[config.mk]
export PLATFORM = sky130hd
export DESIGN_NAME = dma_ll_chan
export DESIGN_NICKNAME = d
export VERILOG_FILES = /design/src/rtl/dmal_pkg.sv /design/src/rtl/dmal_hs.sv /design/src/rtl/dmal_regs.sv /design/src/rtl/dmal_seq.sv /design/src/rtl/dma_ll_chan.sv
export SDC_FILE = /design/constraint.sdc
export NUM_CORES = 1
export LEC_CHECK = 0
export ABC_AREA = 1
export BUFFER_PORTS_ARGS = -buffer_cell sky130_fd_sc_hd__buf_2
export CAP_MARGIN = 20
export CORE_AREA = 2 2 173 175
export DETAILED_ROUTE_END_ITERATION = 10
export DIE_AREA = 0 0 175 177
export GPL_ROUTABILITY_DRIVEN = 0
export PLACE_DENSITY = 0.8
export SETUP_SLACK_MARGIN = 0.3
export SYNTH_ARGS = -nofsm -noshare
export SYNTH_HDL_FRONTEND = slang
export SYNTH_SLANG_ARGS = --single-unit
[constraint.sdc]
create_clock -name clk -period 3.3 [get_ports clk]
set_input_delay 0.495 -clock clk [delete_from_list [all_inputs] [get_ports clk]]
set_output_delay 0.495 -clock clk [all_outputs]
set_load 0.005 [all_outputs]
[src/rtl/dmal_pkg.sv]
package dmal_pkg;
    localparam int AW    = 32;
    localparam int DW    = 32;
    localparam int CNT_W = 16;
    localparam int BL_W  = 8;
    localparam int NIRQ  = 5;

    localparam int IRQ_TFR = 0;
    localparam int IRQ_BLK = 1;
    localparam int IRQ_SRC = 2;
    localparam int IRQ_DST = 3;
    localparam int IRQ_ERR = 4;

    localparam int RG_GCFG  = 0;
    localparam int RG_CHEN  = 1;
    localparam int RG_SRC   = 2;
    localparam int RG_FIRST = 3;
    localparam int RG_CFG   = 4;
    localparam int RG_SWREQ = 5;
    localparam int RG_MASK  = 6;
    localparam int RG_RAW   = 7;
    localparam int RG_STAT  = 8;
    localparam int RG_CLR   = 9;

    typedef enum logic [2:0] {
        S_IDLE, S_FETCH, S_WAIT, S_RD, S_WR, S_ACK, S_BEND
    } seq_st_e;

    typedef struct packed {
        logic             int_en;
        logic [6:0]       rsvd;
        logic [BL_W-1:0]  burst;
        logic [CNT_W-1:0] count;
    } ctl_word_t;

    function automatic logic [CNT_W-1:0] beats_for(input logic [BL_W-1:0] bl,
                                                   input logic [CNT_W-1:0] rem);
        logic [CNT_W-1:0] b;
        b = (bl == '0) ? CNT_W'(1) : CNT_W'(bl);
        return (b < rem) ? b : rem;
    endfunction
endpackage

[src/rtl/dmal_hs.sv]
module dmal_hs #(
    parameter int NSIDE = 2
) (
    input  logic [NSIDE-1:0] sel,
    input  logic [NSIDE-1:0] hw,
    input  logic [NSIDE-1:0] sw,
    output logic [NSIDE-1:0] rdy
);
    for (genvar i = 0; i < NSIDE; i++) begin : g_side
        assign rdy[i] = sel[i] ? sw[i] : hw[i];
    end
endmodule

[src/rtl/dmal_regs.sv]
module dmal_regs
    import dmal_pkg::*;
#(
    parameter int RA_W = 6
) (
    input  logic            clk,
    input  logic            rst,
    input  logic            reg_we,
    input  logic [RA_W-1:0] reg_addr,
    input  logic [DW-1:0]   reg_wdata,
    output logic [DW-1:0]   reg_rdata,
    input  logic [NIRQ-1:0] hw_set,
    input  logic            chen_clr,
    input  logic            sw_clr,
    input  logic            int_en,
    output logic            gen,
    output logic            chen,
    output logic [AW-1:0]   src_init,
    output logic [AW-1:0]   first_ptr,
    output logic [1:0]      hs_sel,
    output logic [1:0]      sw_req,
    output logic            irq
);
    localparam int IDX_W = RA_W - 2;

    logic [IDX_W-1:0] widx;
    logic [NIRQ-1:0]  mask_q, raw_q, stat, clr_bits;
    logic [1:0]       sw_nxt;

    assign widx     = reg_addr[RA_W-1:2];
    assign stat     = raw_q & mask_q & {NIRQ{int_en}};
    assign irq      = |stat;
    assign clr_bits = (reg_we && widx == IDX_W'(RG_CLR)) ? reg_wdata[NIRQ-1:0] : '0;
    assign sw_nxt   = (sw_req | ((reg_we && widx == IDX_W'(RG_SWREQ)) ? reg_wdata[1:0] : 2'b00))
                      & ~{2{sw_clr}};

    always_ff @(posedge clk) begin
        if (rst) begin
            gen       <= 1'b0;
            chen      <= 1'b0;
            src_init  <= '0;
            first_ptr <= '0;
            hs_sel    <= '0;
            sw_req    <= '0;
            mask_q    <= '0;
            raw_q     <= '0;
        end else begin
            if (reg_we) begin
                case (widx)
                    IDX_W'(RG_GCFG):  gen       <= reg_wdata[0];
                    IDX_W'(RG_CHEN):  chen      <= reg_wdata[0];
                    IDX_W'(RG_SRC):   src_init  <= reg_wdata;
                    IDX_W'(RG_FIRST): first_ptr <= reg_wdata;
                    IDX_W'(RG_CFG):   hs_sel    <= reg_wdata[1:0];
                    IDX_W'(RG_MASK):  mask_q    <= reg_wdata[NIRQ-1:0];
                    default: ;
                endcase
            end
            if (chen_clr) chen <= 1'b0;
            raw_q  <= (raw_q & ~clr_bits) | hw_set;
            sw_req <= sw_nxt;
        end
    end

    always_comb begin
        reg_rdata = '0;
        case (widx)
            IDX_W'(RG_GCFG):  reg_rdata[0]      = gen;
            IDX_W'(RG_CHEN):  reg_rdata[0]      = chen;
            IDX_W'(RG_SRC):   reg_rdata         = src_init;
            IDX_W'(RG_FIRST): reg_rdata         = first_ptr;
            IDX_W'(RG_CFG):   reg_rdata[1:0]    = hs_sel;
            IDX_W'(RG_SWREQ): reg_rdata[1:0]    = sw_req;
            IDX_W'(RG_MASK):  reg_rdata[NIRQ-1:0] = mask_q;
            IDX_W'(RG_RAW):   reg_rdata[NIRQ-1:0] = raw_q;
            IDX_W'(RG_STAT):  reg_rdata[NIRQ-1:0] = stat;
            default: ;
        endcase
    end

    // a newly raised transfer-done bit is always accompanied by a cleared enable
    a_r9_done_clears_en: assert property (@(posedge clk) disable iff (rst)
        $rose(raw_q[IRQ_TFR]) |-> !chen);
    // a newly raised error bit is always accompanied by a cleared enable
    a_r11_err_clears_en: assert property (@(posedge clk) disable iff (rst)
        $rose(raw_q[IRQ_ERR]) |-> !chen);
    // software request bits are gone after an acknowledge
    a_r6_sw_autoclear: assert property (@(posedge clk) disable iff (rst)
        sw_clr |=> sw_req == 2'b00);
endmodule

[src/rtl/dmal_seq.sv]
module dmal_seq
    import dmal_pkg::*;
(
    input  logic            clk,
    input  logic            rst,
    input  logic            chen_i,
    input  logic            gen_i,
    input  logic [AW-1:0]   src_init_i,
    input  logic [AW-1:0]   first_i,
    input  logic            src_rdy,
    input  logic            dst_rdy,
    output logic            ack_o,
    output logic [NIRQ-1:0] hw_set_o,
    output logic            chen_clr_o,
    output logic            int_en_o,
    output logic            m_req,
    output logic            m_we,
    output logic [AW-1:0]   m_addr,
    output logic [DW-1:0]   m_wdata,
    input  logic            m_done,
    input  logic            m_err,
    input  logic [DW-1:0]   m_rdata
);
    seq_st_e          st;
    logic [1:0]       idx;
    logic [AW-1:0]    ptr, nxt, src, dst;
    logic [DW-1:0]    dbuf;
    ctl_word_t        ctl;
    logic [CNT_W-1:0] remaining, beats;
    logic             err_hit, chain_end;

    assign m_req     = (st == S_FETCH) || (st == S_RD) || (st == S_WR);
    assign m_we      = (st == S_WR);
    assign m_addr    = (st == S_FETCH) ? ptr + AW'({idx, 2'b00}) :
                       (st == S_RD)    ? src : dst;
    assign m_wdata   = dbuf;
    assign ack_o     = (st == S_ACK);
    assign err_hit   = m_req && m_done && m_err;
    assign chain_end = (st == S_BEND) && (nxt == '0);
    assign int_en_o  = ctl.int_en;
    assign chen_clr_o = chain_end || err_hit;

    always_comb begin
        hw_set_o          = '0;
        hw_set_o[IRQ_TFR] = chain_end;
        hw_set_o[IRQ_BLK] = (st == S_BEND);
        hw_set_o[IRQ_SRC] = ack_o;
        hw_set_o[IRQ_DST] = ack_o;
        hw_set_o[IRQ_ERR] = err_hit;
    end

    always_ff @(posedge clk) begin
        if (rst) begin
            st <= S_IDLE; idx <= '0; ptr <= '0; nxt <= '0; src <= '0; dst <= '0;
            dbuf <= '0; ctl <= '0; remaining <= '0; beats <= '0;
        end else begin
            case (st)
                S_IDLE: if (chen_i && gen_i) begin
                    ptr <= first_i; idx <= '0; st <= S_FETCH;
                end
                S_FETCH: if (m_done) begin
                    if (m_err) st <= S_IDLE;
                    else begin
                        idx <= idx + 2'd1;
                        case (idx)
                            2'd1: dst <= m_rdata;
                            2'd2: nxt <= m_rdata;
                            2'd3: begin
                                ctl       <= ctl_word_t'(m_rdata);
                                src       <= src_init_i;
                                remaining <= m_rdata[CNT_W-1:0];
                                st        <= (m_rdata[CNT_W-1:0] == '0) ? S_BEND : S_WAIT;
                            end
                            default: ;
                        endcase
                    end
                end
                S_WAIT: if (src_rdy && dst_rdy) begin
                    beats <= beats_for(ctl.burst, remaining);
                    st    <= S_RD;
                end
                S_RD: if (m_done) begin
                    if (m_err) st <= S_IDLE;
                    else begin dbuf <= m_rdata; st <= S_WR; end
                end
                S_WR: if (m_done) begin
                    if (m_err) st <= S_IDLE;
                    else begin
                        src <= src + AW'(4); dst <= dst + AW'(4);
                        remaining <= remaining - CNT_W'(1);
                        beats     <= beats - CNT_W'(1);
                        st <= (beats == CNT_W'(1)) ? S_ACK : S_RD;
                    end
                end
                S_ACK: st <= (remaining == '0) ? S_BEND : S_WAIT;
                S_BEND: if (nxt == '0) st <= S_IDLE;
                        else begin ptr <= nxt; idx <= '0; st <= S_FETCH; end
                default: st <= S_IDLE;
            endcase
        end
    end

    // acknowledge is a single-cycle pulse
    a_r5_ack_pulse: assert property (@(posedge clk) disable iff (rst)
        ack_o |=> !ack_o);
    // an outstanding memory request keeps its address and direction
    a_r12_mem_hold: assert property (@(posedge clk) disable iff (rst)
        m_req && !m_done |=> m_req && $stable(m_addr) && $stable(m_we) && $stable(m_wdata));
    // the block's source pointer is the programmed start value
    a_r3_src_reload: assert property (@(posedge clk) disable iff (rst)
        (st == S_FETCH) && (idx == 2'd3) && m_done && !m_err |=> src == $past(src_init_i));
    // leaving idle requires both enables
    a_r1_start_gate: assert property (@(posedge clk) disable iff (rst)
        (st == S_FETCH) && ($past(st) == S_IDLE) |-> $past(chen_i) && $past(gen_i));
endmodule

[src/rtl/dma_ll_chan.sv]
module dma_ll_chan
    import dmal_pkg::*;
#(
    parameter int RA_W = 6
) (
    input  logic            clk,
    input  logic            rst,
    input  logic            reg_we,
    input  logic [RA_W-1:0] reg_addr,
    input  logic [31:0]     reg_wdata,
    output logic [31:0]     reg_rdata,
    output logic            irq,
    input  logic            src_req,
    input  logic            dst_req,
    output logic            src_ack,
    output logic            dst_ack,
    output logic            m_req,
    output logic            m_we,
    output logic [31:0]     m_addr,
    output logic [31:0]     m_wdata,
    input  logic            m_done,
    input  logic            m_err,
    input  logic [31:0]     m_rdata
);
    logic            gen, chen, chen_clr, int_en, ack;
    logic [AW-1:0]   src_init, first_ptr;
    logic [1:0]      hs_sel, sw_req, rdy;
    logic [NIRQ-1:0] hw_set;

    assign src_ack = ack;
    assign dst_ack = ack;

    dmal_regs #(.RA_W(RA_W)) u_regs (
        .clk(clk), .rst(rst), .reg_we(reg_we), .reg_addr(reg_addr),
        .reg_wdata(reg_wdata), .reg_rdata(reg_rdata), .hw_set(hw_set),
        .chen_clr(chen_clr), .sw_clr(ack), .int_en(int_en), .gen(gen),
        .chen(chen), .src_init(src_init), .first_ptr(first_ptr),
        .hs_sel(hs_sel), .sw_req(sw_req), .irq(irq)
    );

    dmal_hs #(.NSIDE(2)) u_hs (
        .sel(hs_sel), .hw({dst_req, src_req}), .sw(sw_req), .rdy(rdy)
    );

    dmal_seq u_seq (
        .clk(clk), .rst(rst), .chen_i(chen), .gen_i(gen), .src_init_i(src_init),
        .first_i(first_ptr), .src_rdy(rdy[0]), .dst_rdy(rdy[1]), .ack_o(ack),
        .hw_set_o(hw_set), .chen_clr_o(chen_clr), .int_en_o(int_en),
        .m_req(m_req), .m_we(m_we), .m_addr(m_addr), .m_wdata(m_wdata),
        .m_done(m_done), .m_err(m_err), .m_rdata(m_rdata)
    );
endmodule

* After elaboration in Yosys (flattened, before gate mapping)
Index checks and enable logic that the tools add are counted.
** Storage, ports and cells
- Word-level logic and storage cells :: 158
- Register bits after elaboration :: 286
- Input port bits :: 77
- Output and inout port bits :: 101
** Operators by class
- Multiplexer cells :: 56
- Bitwise gates (word level) :: 9
- Add/sub/neg operators :: 6
- Eq/ne operators :: 30
- Reductions and logical operators :: 37
- Magnitude comparators :: 1
** Operators by type and width (count)
- two-way mux 32 bit :: 14
- case mux 32 bit (2 select lines) :: 3
- two-way mux 16 bit :: 9
- adder 32 x 3 -> 32 bit, second input constant :: 2
- case mux 16 bit (2 select lines) :: 2
- case mux 27 bit (2 select lines) :: 1
- two-way mux 3 bit :: 12
- adder 32 x 4 -> 32 bit :: 1
- logical NOT 16 bit :: 2
- logical NOT 32 bit :: 1
- subtractor 16 x 1 -> 16 bit, second input constant :: 2
- case mux 3 bit (7 select lines) :: 1
- AND reduction 6 bit :: 3
- equality test 16 x 1 -> 1 bit, second input constant :: 1
- equality test 4 x 3 -> 1 bit, second input constant :: 4
- < comparator 16 bit :: 1
- bitwise AND 5 bit :: 3
- case mux 3 bit (5 select lines) :: 1
- inequality test 2 bit, second input constant :: 7
- AND reduction 2 bit :: 6
- AND reduction 4 bit :: 3
- two-way mux 2 bit :: 5
- equality test 3 bit, second input constant :: 3
- case mux 1 bit (9 select lines) :: 1
- 32 further kinds :: 51

* Logic depth before layout (Yosys ltp)
- Depth after elaboration :: 7
- Mapped depth :: 18
- Mapped depth without buffers :: 18

* By module
A second synthesis with hierarchy kept.
** Second synthesis, totals
- Cell total of the unflattened synthesis :: 2402
- Area total of the unflattened synthesis :: 15701.3 um^2
** Modules (own cells, without submodules)
- dmal_seq :: seq. area each 4124.0 um^2, area each 12005.3 um^2, times used 1, cells each 1828
- dmal_regs :: seq. area each 1601.5 um^2, area each 3658.5 um^2, times used 1, cells each 565
- dmal_hs :: seq. area each 0.0 um^2, area each 30.0 um^2, times used 1, cells each 8
- dma_ll_chan :: seq. area each 0.0 um^2, area each 7.5 um^2, times used 1, cells each 1

* Worst setup path before layout
No wires, ideal clock.
- Path kind :: reg-to-output
- From :: register u_seq.idx[0]
- To :: output port m_addr[30]
- Arrival :: 2173 ps
- Buffers on the path :: 0
- Setup slack :: 632 ps
- Required time :: 2805 ps
- Cell stages (with the launch flop) :: 19
- Cell sequence :: dfxtp_1 ha_1 inv_1 fa_1 inv_1 nand2_1 nor2_1 nand2_1 nor2_2 nand3_1 inv_2 nand2_2 nor2_2 inv_2 nor2_4 nand2_2 o21ai_1 nand2_1 o21ai_1
** On the way
- Cells in the longest elaborated chain, start to end :: 2
** RTL lines
- start: declaration :: line dmal_seq.sv:25 : logic [1:0] idx;
- start signal: assignment :: line dmal_seq.sv:64 : idx <= idx + 2'd1;
- adder 32 x 4 -> 32 bit :: line dmal_seq.sv:34 : assign m_addr = (st == S_FETCH) ? ptr + AW'({idx, 2'b00}) :
- two-way mux 32 bit :: line dmal_seq.sv:34
- end: declaration :: line dma_ll_chan.sv:19 : output logic [31:0] m_addr,
Every way passes these cells.

* Final worst setup path
- From :: register u_seq.ptr[2]
- To :: output port m_addr[18]
** On the way
- Cells in the longest elaborated chain, start to end :: 2
** RTL lines
- start: declaration :: line dmal_seq.sv:26 : logic [AW-1:0] ptr, nxt, src, dst;
- start signal: assignment :: line dmal_seq.sv:54 : st <= S_IDLE; idx <= '0; ptr <= '0; nxt <= '0; src <= '0; dst <= '0;
- start signal: assignment :: line dmal_seq.sv:59 : ptr <= first_i; idx <= '0; st <= S_FETCH;
- start signal: assignment :: line dmal_seq.sv:97 : else begin ptr <= nxt; idx <= '0; st <= S_FETCH; end
- adder 32 x 4 -> 32 bit :: line dmal_seq.sv:34
- two-way mux 32 bit :: line dmal_seq.sv:34
Every way passes these cells.

==> impl_metrics.yaml <==
outcome:
  status: "complete, but fails checks"
  violations: "negative setup slack"
finish:
  fin_area_mm2: 0.0178
  n_fill_cell: 2675
  area_delta_synth_final_pct: 15.6
  layout-drive-gt1-share: 0.168
  final_util: 0.610
  diodes: 0
  nNetsFinal: 2498
  final_common_cell: "o21ai_0"
  final_cell_mix: "o21ai_0 (325), nand2_1 (306), a21oi_1 (296)"
critical_path:
  setup.worst_path.end_class: "primary output"
  startpoint: "u_seq.ptr[2]$_SDFFE_PP0P_"
  crit_type: "flip-flop to primary output"
  critPathMaxStageDelay_ps: 350
  cp_slowest_cell: "dfxtp_2"
  worstPathRequired_ps: 2800
  crit-reg2reg-launch: "u_seq.st[0]$_SDFFE_PP0P_"
  crit_chain: "ha_4 -> inv_2 -> fa_2 -> inv_2 -> nand2_2 -> nor2_2 -> nand2_2 -> nor2_4 -> buf_6 -> nand2_4 -> nor3_4 -> nand4_1 -> nor2_2 -> a21oi_2 -> o21ai_1 -> nand2_1 -> buf_2"
  arrival_ps: 3060
  start_kind: "flip-flop"
  cp_max_fo: 3
synth:
  synth_seq_area_share: 0.371
  postSynthCellCount: 2292
  synth_ff_type: "dfxtp_1"
  syn_area_mm2: 0.0154
  ys.warnings.count: 0
  synth_seq_cells: 286
  synth_edf_count: 0
  ys_async_sr_fraction: 0
  ys_types: 49
  synth_nets: 2387
  avgSynthCellArea_um2: 6.73
routing:
  dr.first_iter.drc_count: 1957
  post_drt_wl_per_cell_um: 17.8
  viasPerCell: 5.91
  vias: 16700
  dr.pass1.iters: 6
  drcViolationCount: 0
  antenna_left: 0
  drt-total-wl_um: 50200
placed_design:
  hpwl_um: 35400
  post_dp_cell_area_mm2: 0.0164
  numPortBuffers: 175
die:
  start_util: 0.528
  rows: 63
  die_h_um: 177
  io_pins: 178
  fp.dieW_um: 175
  design.core.area_mm2: 0.0292
  die-area_mm2: 0.0310
sta:
  clock.fmax_ghz: 0.281
  hold_viol: 0
  tightestPinTransition_ps: 920
  clock_skew_ps: 16.7
  maxSlewViolCount: 0
  setup_viol: 8
  rsz0062_at_grt: "yes"
  finalWorstSetupSlack_ps: -253
  slew_headroom: 0.386
  min_period_over_period: 1.08
  post-route-min-period_ps: 3550
cts:
  clk_latency_ps: 570
  path_clk_slew_ps: 60
  clock_sinks: 286
  clockBufferDepth: 3
  htreeDepth: 1
  root_buffer: "clkbuf_16"
  cts_tree: "done"
  cts_buffers: 31
hold_path:
  hold_class: "input port to flip-flop"
  hp-start: "reg_wdata[10]"
power:
  p_leak_nw: 6.99
  powerDensity_mw_per_mm2: 478
  vdd.ir_drop.worst_mv: 0.398
job:
  maxCapViolCount: 0
grt:
  antenna_found_initial: 0
  grt_pass1_wl_um: 78200
  track_usage: 0.310
  grt_pass1_vias: 15100
  grt-ovfl-total: 0
  grt_max_degree: 83
## path summary, 6_finish.rpt
check	to	slack, ps	depth (start not counted)
max	m_addr[18]	-250	17
min	u_regs.first_ptr[10]$_SDFFE_PP0P_	210	3
max reg2reg	u_seq.nxt[17]$_SDFFE_PP0P_	650	8
min reg2reg	u_seq.dst[31]$_SDFFE_PP0P_	470	2
## cell families after synthesis
kind of cell | synth area share
adder cells (fa/ha/maj) | 0.0151
flip-flops | 0.371
XOR/XNOR | 0.0136
AO/OA/AOI/OAI | 0.273
buffers and inverters | 0.105
AND/OR/NAND/NOR | 0.221
## area by class of cell
class                   instances  area, um2  area share
multi-input cells            1597       8320       0.466
clock buffers                  47        956      0.0536
clock inverters                11       66.3     0.00372
flip-flops and latches        286       5740       0.321
repair inverters                1       7.51    0.000421
inverters                     272       1030      0.0579
well taps                     390        488      0.0274
repair buffers                214       1240      0.0694
## through the flow
stage	cells	setup TNS (ps)	setup slack, ps	power, W	hold slack, ps
after floorplan	2292	0	632	0.00465	428
after global placement	2743	0	273	0.00502	439
after detailed placement	2743	0	205	0.00506	448
after CTS	2808	-950	-247	0.00848	186
after global routing	2818	-2040	-370	0.00885	206
final	2818	-832	-253	0.00853	214
## cell usage after synthesis (all sizes together) (14+ instances only)
cell    count  area [um2]
nor4       19         134
buf        58         307
clkbuf     79         297
ha         17         213
dfxtp     286        5730
inv       268        1010
nor3       43         270
nand2     330        1270
a31oi      24         150
o21ai     383        1920
nand3      98         516
o22ai      38         238
nor2      223         927
a21oi     304        1520
xor2       19         166
o211ai     14         105
nand4      23         150
## sequential cells by signal, summed over array words and instances (netlist names), 32 cells and up
register,flops
u_seq.m_wdata,32
u_seq.src,32
u_regs.first_ptr,32
u_seq.nxt,32
u_seq.dst,32
u_regs.src_init,32
u_seq.ptr,32
## critical path, delay by kind of cell (launching register included)
family                   cells  cell delay, ps
AO/OA/AOI/OAI                2             170
adder cells (fa/ha/maj)      2             500
buffers and inverters        4             370
flip-flops                   1             350
AND/OR/NAND/NOR              9            1090
## where the power goes
group | total (W) | internal [W] | switching (W)
Combinational | 0.00129 | 0.000421 | 0.000867
Clock | 0.00346 | 0.00199 | 0.00147
Sequential | 0.00379 | 0.00361 | 0.000175
Total | 0.00853 | 0.00602 | 0.00251
## routing by layer
layer | routed length [um] | global-route usage | share of wire | vias to the layer above
li1 | - | - | - | 7955
met1 | 20300 | 0.403 | 0.41 | 7668
met2 | 22700 | 0.503 | 0.45 | 856
met3 | 4270 | 0.0436 | 0.085 | 187
met4 | 2900 | 0.161 | 0.058 | 0
met5 | 0 | 0 | 0 | -
## what timing repair did
action / in CTS / in global routing
cloned: 0 / 1
endpoints found under the hold margin: 0 / 0
buffers inserted: 7 / 9
endpoints found under the setup margin: 21 / 38
hold buffers: 0 / 0
pin swaps: 17 / 27
gates resized for setup: 43 / 47
Power figures use the tool's default switching activity.
